**src/rtl/clkdiv_pkg.sv**
```systemverilog
// Shared types and helpers for the high/low clock divider.
// Assumes: both count fields have the same width.
package clkdiv_pkg;
    localparam int FIELD_W = 4;
    localparam int CNT_W   = FIELD_W + 2;

    typedef struct packed {
        logic [FIELD_W-1:0] low;
        logic [FIELD_W-1:0] high;
        logic               bypass;
        logic               dcc_on;
    } cd_cfg_t;

    // Output period in input cycles: (low+1)+(high+1).
    function automatic logic [CNT_W-1:0] span_of(cd_cfg_t c);
        return {2'b00, c.low} + {2'b00, c.high} + CNT_W'(2);
    endfunction

    // Count index at which the output goes high.
    function automatic logic [CNT_W-1:0] thr_of(cd_cfg_t c);
        logic [CNT_W-1:0] d;
        d = span_of(c);
        if (c.dcc_on)
            return (d + CNT_W'(1)) >> 1;
        return {2'b00, c.low} + CNT_W'(1);
    endfunction
endpackage

```
**src/rtl/cd_cfg_hold.sv**
```systemverilog
// Holds the configuration in effect and offers the one that will be in
// effect after the coming edge. Assumes load is high only at a period
// boundary, during the start wait, in bypass or on restart.
module cd_cfg_hold
    import clkdiv_pkg::*;
(
    input  logic             clk,
    input  logic             rst_n,
    input  logic             load,
    input  cd_cfg_t          cfg_in,
    output cd_cfg_t          act,
    output cd_cfg_t          eff,
    output logic [CNT_W-1:0] act_span,
    output logic [CNT_W-1:0] act_thr,
    output logic [CNT_W-1:0] eff_thr
);
    // Pick the settings that the next cycle will use.
    always_comb begin
        eff      = load ? cfg_in : act;
        act_span = span_of(act);
        act_thr  = thr_of(act);
        eff_thr  = thr_of(eff);
    end

    // Register the settings in effect; reset takes the inputs directly.
    always_ff @(posedge clk) begin
        if (!rst_n)
            act <= cfg_in;
        else if (load)
            act <= cfg_in;
    end
endmodule

```
**src/rtl/cd_phase_core.sv**
```systemverilog
// Start-offset wait and the period counter that drives the rising-edge
// output phase. Assumes eff_* come from cd_cfg_hold for the same edge.
module cd_phase_core
    import clkdiv_pkg::*;
#(
    parameter int PHASE_W = 4
) (
    input  logic               clk,
    input  logic               rst_n,
    input  logic               restart,
    input  logic [PHASE_W-1:0] phase_in,
    input  logic [CNT_W-1:0]   act_span,
    input  logic [CNT_W-1:0]   act_thr,
    input  logic               act_bypass,
    input  logic [CNT_W-1:0]   eff_thr,
    input  logic               eff_bypass,
    output logic               load,
    output logic               run,
    output logic [CNT_W-1:0]   cnt,
    output logic               pos_q
);
    logic [PHASE_W-1:0] wcnt;
    logic [PHASE_W-1:0] phase_r;
    logic               wrap;
    logic [CNT_W-1:0]   cnt_n;

    // Decide where a period ends and when new settings may enter.
    always_comb begin
        wrap  = run && (cnt == act_span - CNT_W'(1));
        load  = restart || !run || act_bypass || wrap;
        cnt_n = (act_bypass || wrap) ? '0 : cnt + CNT_W'(1);
    end

    // Offset wait, then count the period and register the output level.
    always_ff @(posedge clk) begin
        if (!rst_n || restart) begin
            run     <= 1'b0;
            wcnt    <= '0;
            cnt     <= '0;
            pos_q   <= 1'b0;
            phase_r <= phase_in;
        end else if (!run) begin
            cnt   <= '0;
            pos_q <= 1'b0;
            if (wcnt == phase_r)
                run <= 1'b1;
            else
                wcnt <= wcnt + PHASE_W'(1);
        end else begin
            cnt   <= cnt_n;
            pos_q <= !eff_bypass && (cnt_n >= eff_thr);
        end
    end

    // the counter stays inside the period.
    a_r3_cnt_in_span: assert property (@(posedge clk) disable iff (!rst_n)
        run |-> (cnt < act_span));
    // nothing is driven while the offset is pending.
    a_r8_wait_quiet: assert property (@(posedge clk) disable iff (!rst_n)
        !run |-> !pos_q);
    // the wait counter never passes the stored offset.
    a_r8_wait_bound: assert property (@(posedge clk) disable iff (!rst_n)
        !run |-> (wcnt <= phase_r));
    // bypass keeps the counter idle.
    a_r4_bypass_idle: assert property (@(posedge clk) disable iff (!rst_n)
        (run && act_bypass && !restart) |=> (cnt == '0 && !pos_q));
    // the output rises only at the threshold count.
    a_r2_rise_at_thr: assert property (@(posedge clk) disable iff (!rst_n)
        $rose(pos_q) |-> (cnt == act_thr));
endmodule

```
**src/rtl/cd_half_shift.sv**
```systemverilog
// Falling-edge copy of the rising-edge output phase, used to stretch the
// high time by half an input period for odd ratios with correction on.
// Assumes reset spans at least one falling edge.
module cd_half_shift (
    input  logic clk,
    input  logic rst_n,
    input  logic pos_q,
    input  logic enable,
    output logic neg_q
);
    // Sample the rising-edge phase half a cycle later.
    always_ff @(negedge clk) begin
        if (!rst_n)
            neg_q <= 1'b0;
        else
            neg_q <= pos_q & enable;
    end

    // the half-cycle stretch exists only for odd corrected ratios.
    a_r6_neg_only_odd: assert property (@(posedge clk) disable iff (!rst_n)
        !enable |-> !neg_q);
    // the stretch always starts inside a high phase.
    a_r6_neg_follows: assert property (@(posedge clk) disable iff (!rst_n)
        $rose(neg_q) |-> pos_q);
endmodule

```
**src/rtl/clkdiv_hl_top.sv**
```systemverilog
// High/low programmable clock divider with optional 50% correction,
// bypass and start offset. Assumes the configuration inputs are
// synchronous to clk; clk_out is a combinational mux onto clk in bypass.
module clkdiv_hl_top
    import clkdiv_pkg::*;
#(
    parameter int PHASE_W = 4
) (
    input  logic               clk,
    input  logic               rst_n,
    input  logic [FIELD_W-1:0] cfg_low,
    input  logic [FIELD_W-1:0] cfg_high,
    input  logic               cfg_bypass,
    input  logic               cfg_dcc_off,
    input  logic [PHASE_W-1:0] cfg_phase,
    input  logic               restart,
    output logic               clk_out
);
    cd_cfg_t          cfg_in, act, eff;
    logic [CNT_W-1:0] act_span, act_thr, eff_thr, cnt;
    logic             load, run, pos_q, neg_q, odd_fix;

    // Pack the configuration pins; correction is on unless disabled.
    always_comb begin
        cfg_in.low    = cfg_low;
        cfg_in.high   = cfg_high;
        cfg_in.bypass = cfg_bypass;
        cfg_in.dcc_on = !cfg_dcc_off;
    end

    cd_cfg_hold u_cfg (
        .clk(clk), .rst_n(rst_n), .load(load), .cfg_in(cfg_in),
        .act(act), .eff(eff), .act_span(act_span),
        .act_thr(act_thr), .eff_thr(eff_thr)
    );

    cd_phase_core #(.PHASE_W(PHASE_W)) u_core (
        .clk(clk), .rst_n(rst_n), .restart(restart), .phase_in(cfg_phase),
        .act_span(act_span), .act_thr(act_thr), .act_bypass(act.bypass),
        .eff_thr(eff_thr), .eff_bypass(eff.bypass),
        .load(load), .run(run), .cnt(cnt), .pos_q(pos_q)
    );

    // Half-cycle stretch applies to odd corrected ratios only.
    always_comb odd_fix = act.dcc_on && act_span[0] && !act.bypass;

    cd_half_shift u_half (
        .clk(clk), .rst_n(rst_n), .pos_q(pos_q), .enable(odd_fix),
        .neg_q(neg_q)
    );

    // Output select: raw input in bypass, else both phases merged.
    always_comb clk_out = act.bypass ? clk : (pos_q | neg_q);

    // settings in effect stay put inside a running period.
    a_r9_cfg_hold: assert property (@(posedge clk) disable iff (!rst_n)
        (run && !act.bypass && !restart && cnt != act_span - CNT_W'(1))
        |=> $stable(act));
endmodule

```
**config.mk**
```make
export PLATFORM = sky130hd
export DESIGN_NAME = clkdiv_hl_top
export DESIGN_NICKNAME = d
export VERILOG_FILES = /design/src/rtl/clkdiv_pkg.sv /design/src/rtl/cd_cfg_hold.sv /design/src/rtl/cd_phase_core.sv /design/src/rtl/cd_half_shift.sv /design/src/rtl/clkdiv_hl_top.sv
export SDC_FILE = /design/constraint.sdc
export NUM_CORES = 1
export LEC_CHECK = 0
export ABC_AREA = 1
export ABC_CLOCK_PERIOD_IN_PS = 6300
export CAP_MARGIN = 15
export CORE_UTILIZATION = 45
export CTS_CLUSTER_SIZE = 30
export DETAILED_ROUTE_END_ITERATION = 12
export HOLD_SLACK_MARGIN = 0.1
export PLACE_DENSITY = 0.71
export SETUP_SLACK_MARGIN = 0.02
export SLEW_MARGIN = 10
export SYNTH_ARGS = -nofsm -noshare
export SYNTH_HDL_FRONTEND = slang
export SYNTH_SLANG_ARGS = --single-unit
```
**constraint.sdc**
```tcl
create_clock -name clk -period 6.3 [get_ports clk]
set_input_delay 0.63 -clock clk [delete_from_list [all_inputs] [get_ports clk]]
set_output_delay 0.63 -clock clk [all_outputs]
set_load 0.01 [all_outputs]
```
# Word-level counts from Yosys, hierarchy flattened
# Cells that the tools add are included.
dict set report word_totals {
  in_bits 17
  out_inout_bits 1
  register_bits 27
  word_cells 51
}
dict set report op_classes {
  eq_ne 2
  muxes 9
  magnitude_cmp 1
  add_sub_neg 9
  n_reduce_logical 16
  bitwise_logic 4
}
# cell count
set ops {}
lappend ops {{two-way mux 10 bit} 2}
lappend ops {{two-way mux 6 bit} 3}
lappend ops {{adder 6 x 1 -> 6 bit (second input constant)} 2}
lappend ops {{adder 6 x 2 -> 6 bit (second input constant)} 2}
lappend ops {{adder 4 x 4 -> 5 bit} 2}
lappend ops {{equality test 6 bit} 1}
lappend ops {{>= comparator 6 bit} 1}
lappend ops {{subtractor 6 x 1 -> 6 bit (second input constant)} 1}
lappend ops {{adder 4 x 1 -> 5 bit (second input constant)} 1}
lappend ops {{logical NOT 1 bit} 5}
lappend ops {{logical OR 1 bit} 5}
lappend ops {{adder 4 x 1 -> 4 bit (second input constant)} 1}
lappend ops {{equality test 4 bit} 1}
lappend ops {{logical AND 1 bit} 4}
lappend ops {{two-way mux 1 bit} 4}
lappend ops {{NOT 1 bit} 2}
lappend ops {{AND reduction 2 bit} 1}
lappend ops {{OR reduction 2 bit} 1}
lappend ops {{bitwise AND 1 bit} 1}
lappend ops {{bitwise OR 1 bit} 1}

# Depth between registers and ports, before layout
dict set report logic_depth {
  depth_word 14
  depth_mapped 41
  mapped_depth_nobuf 40
}

# Cells and area by module
# Synthesis repeated with hierarchy kept, for this count alone.
dict set report hier_totals {
  hier_cells 354
  area_unflattened_um2 2391.0
}
# mod seq_area_each_um2 area_each_um2 cells_per_inst n_inst
set modules_own_cells {}
lappend modules_own_cells {cd_phase_core 360.3 1173.6 167 1}
lappend modules_own_cells {cd_cfg_hold 200.2 1146.1 175 1}
lappend modules_own_cells {cd_half_shift 20.0 37.5 5 1}
lappend modules_own_cells {clkdiv_hl_top 0.0 33.8 7 1}

==> results.md <==
- Status: finished clean
- P&R area growth vs syn: 13.3%
- EDFF count, synth: 4
- Drt drc: 0
- Port Buffers: 17
- Synth Area in Compound Gates: 9.59%
- Endpoints failing setup: 0
- Post-synthesis adder-cell area fraction: 12.0%
- Multiplexer area fraction after synthesis: 0.446%
- Synthesized Nets: 364
- Routed Antenna Nets: 0
- CTS tree: done
- Post-CTS setup buffers: 0
- Num CTS Buffers: 3
- Clk_lat worst skew: 330 ps
- Max-slew violation count: 0
- Hold Path Sink: u_cfg.act[2]
- Post-CTS sizing: 0
- N_diodes: 0
- Via count of the first global-routing pass: 1671
- Die area: 5270 µm²
- Leak Pwr: 1.25 nW
- RSZ-0062 raised after global routing: no
- Yosys warnings: 0
- Critical Path Source Type: flip-flop
- Worst-Margin Slew: 634 ps
- Gr ovfl total: 0
- Fill count: 486
- GPL Wtd Cong: 0.865
- Crit path kind: flip-flop to primary output
- Flop and latch count out of synthesis: 27
- Ys async rst share: 0%
- I/O pin count: 18
- Routed vias/inst: 4.80
- Synth Area in XOR/XNOR: 3.51%
- Root Driver: clkbuf_8
- Die Wd: 72.6 µm
- Worst hold stages: 2
- Worst Hold Class: flip-flop to flip-flop
- Distinct cells, synth: 39
- Setup Skew: 64.7 ps
- Critical path endpoint category: primary output
- Fin util: 53.4%
- Register area share after synthesis: 25.9%
- Htree depth: 1
- Initial core utilization: 47.2%
- Share of layout cells above drive strength 1: 11.6%
- GRT Util Overall: 18.0%
- Worst r2r src: u_cfg.act[6]
- Reg2reg path depth: 30
- Final hold violation count: 0
- TritonRoute pass-1 iters: 4
- Post-synthesis area per instance: 6.88 µm²
- Top_reg_cell synth: dfxtp_1
- Reg-to-reg endpoint: u_core.pos_q
- Final WL: 4480 µm
- Core footprint: 4750 µm²
- Max-Slew Margin vs Limit: 57.6%
- Vias: 1972
- Post-DP HPWL: 3790 µm
- Max FO, Critical Path: 1
- Worst VDD drop: 0.108 mV
- DR iter-0 viols: 61
- Clk slew on worst S/H paths: 90 ps
- Final nets: 383
- Cells after Synth: 326
- Crit path arrival time: 4570 ps
- Row count: 25
- First-pass GRT wire length: 7440 µm
- Max-cap violations: 0
- Largest net degree at the start of global routing: 22
- CTS max path bufs: 2
- Cell area after synthesis: 2240 µm²
- Min-delay src: u_cfg.act[2]
- Largest family of logic cells by synthesized area: simple AND/OR/NAND/NOR gates
- TNS Setup: 0 ps
- CP required: 5670 ps
- Antenna violations before repair: 0
- Cell area power density: 193 nW/µm²
- CTS Hold Bufs: 0
- R2R setup slack: 1350 ps
- Post-synthesis simple-gate area fraction: 37.3%
- Drt wl/cell: 10.9 µm
- DIE HEIGHT: 72.6 µm
## stage by stage
stage                     instance area (µm²)  hold slack, ps  total power [W]  instances  setup slack, ps
after floorplan                          2240             448         0.000311        326             1720
after global placement                   2470             483         0.000348        406             1480
after detailed placement                 2470             489         0.000351        406             1380
after CTS                                2540             510         0.000494        411             1080
after global routing                     2540             531         0.000526        411              878
final                                    2540             508         0.000491        411             1100
## critical path, cell delays in order, from the launching register on
cell             delay, ps
dfxtp_1                300
o21ai_0                 70
o21ai_0                130
clkdlybuf4s50_1        580
## state kept, by name (all words and copies together), names as in the netlist
| register | cells |
|---|---|
| u_core.cnt | 6 |
| u_core.wcnt | 4 |
| u_half.neg_q | 1 |
| u_core.pos_q | 1 |
| u_cfg.act | 10 |
| u_core.run | 1 |
| u_core.phase_r | 4 |
## synth_stat cells (6+ instances only)
| cell | count | area (µm²) |
|---|---|---|
| a21oi_1 | 8 | 40.0 |
| dfxtp_1 | 23 | 460 |
| ha_1 | 20 | 250 |
| inv_1 | 53 | 199 |
| inv_2 | 6 | 22.5 |
| nand2_1 | 71 | 267 |
| nand2_2 | 14 | 87.6 |
| nand3_1 | 28 | 140 |
| nand4_1 | 11 | 68.8 |
| nor2_1 | 24 | 90.1 |
| o21ai_0 | 13 | 65.1 |
| xnor2_1 | 6 | 52.6 |
## logic make-up after synthesis
logic type / after synthesis
adders and majority gates: 21
muxes: 1
AOI/OAI and AO/OA: 37
buffers and inverters: 63
DFF: 27
xor gates and xnor gates: 9
and+or+nand+nor: 168
## final cells by class
type	count	area [µm²]	share of cell area, %
Multi-Input combinational cell	236	1410	55.5
Sequential cell	27	581	22.8
Inverter	58	218	8.57
Timing Repair Buffer	16	160	6.30
Tap cell	67	83.8	3.30
Clock buffer	4	51.3	2.02
Clock inverter	3	37.5	1.48
## cell usage in the layout, fill, tap and decap left out, types with 4 or more instances in the layout
| master | instances |
|---|---|
| ha_1 | 20 |
| xnor2_1 | 6 |
| nor2_1 | 24 |
| nand2_2 | 14 |
| inv_1 | 54 |
| clkdlybuf4s50_1 | 17 |
| nand2_1 | 71 |
| nand4_1 | 11 |
| nand2_4 | 4 |
| edfxtp_1 | 4 |
| dfxtp_1 | 23 |
| inv_2 | 6 |
| nand3_1 | 28 |
| o21ai_1 | 5 |
| a21oi_1 | 8 |
| o21ai_0 | 13 |
## report_power, final
group	total, W	internal, W	switching (W)
Sequential	0.000188	0.000182	0.00000540
Combinational	0.000147	0.0000605	0.0000864
Clock	0.000156	0.0000930	0.0000634
Total	0.000491	0.000336	0.000155
## how the worst max path moves through the flow
stage,endpoint,start,cells past startpoint,slack (ps)
6_report,clk_out,u_half.neg_q,3,1100
5_1_grt,u_core.pos_q,u_cfg.act[6],31,880
4_1_cts,clk_out,u_half.neg_q,3,1080
3_5_place_dp,u_core.pos_q,u_cfg.act[6],30,1380
3_3_place_gp,u_core.pos_q,u_cfg.act[6],30,1480
2_1_floorplan,u_core.pos_q,u_cfg.act[6],31,1720
## metal layers
layer | GRT usage, % | wire length (µm) | share of wire, %
met4 | 3.27 | 27 | 0.60
met2 | 28.3 | 1970 | 44
met1 | 26.3 | 2330 | 52
met3 | 2.62 | 151 | 3.4
met5 | 0 | 0 | 0
No activity file was read; power rests on OpenSTA's default activity.
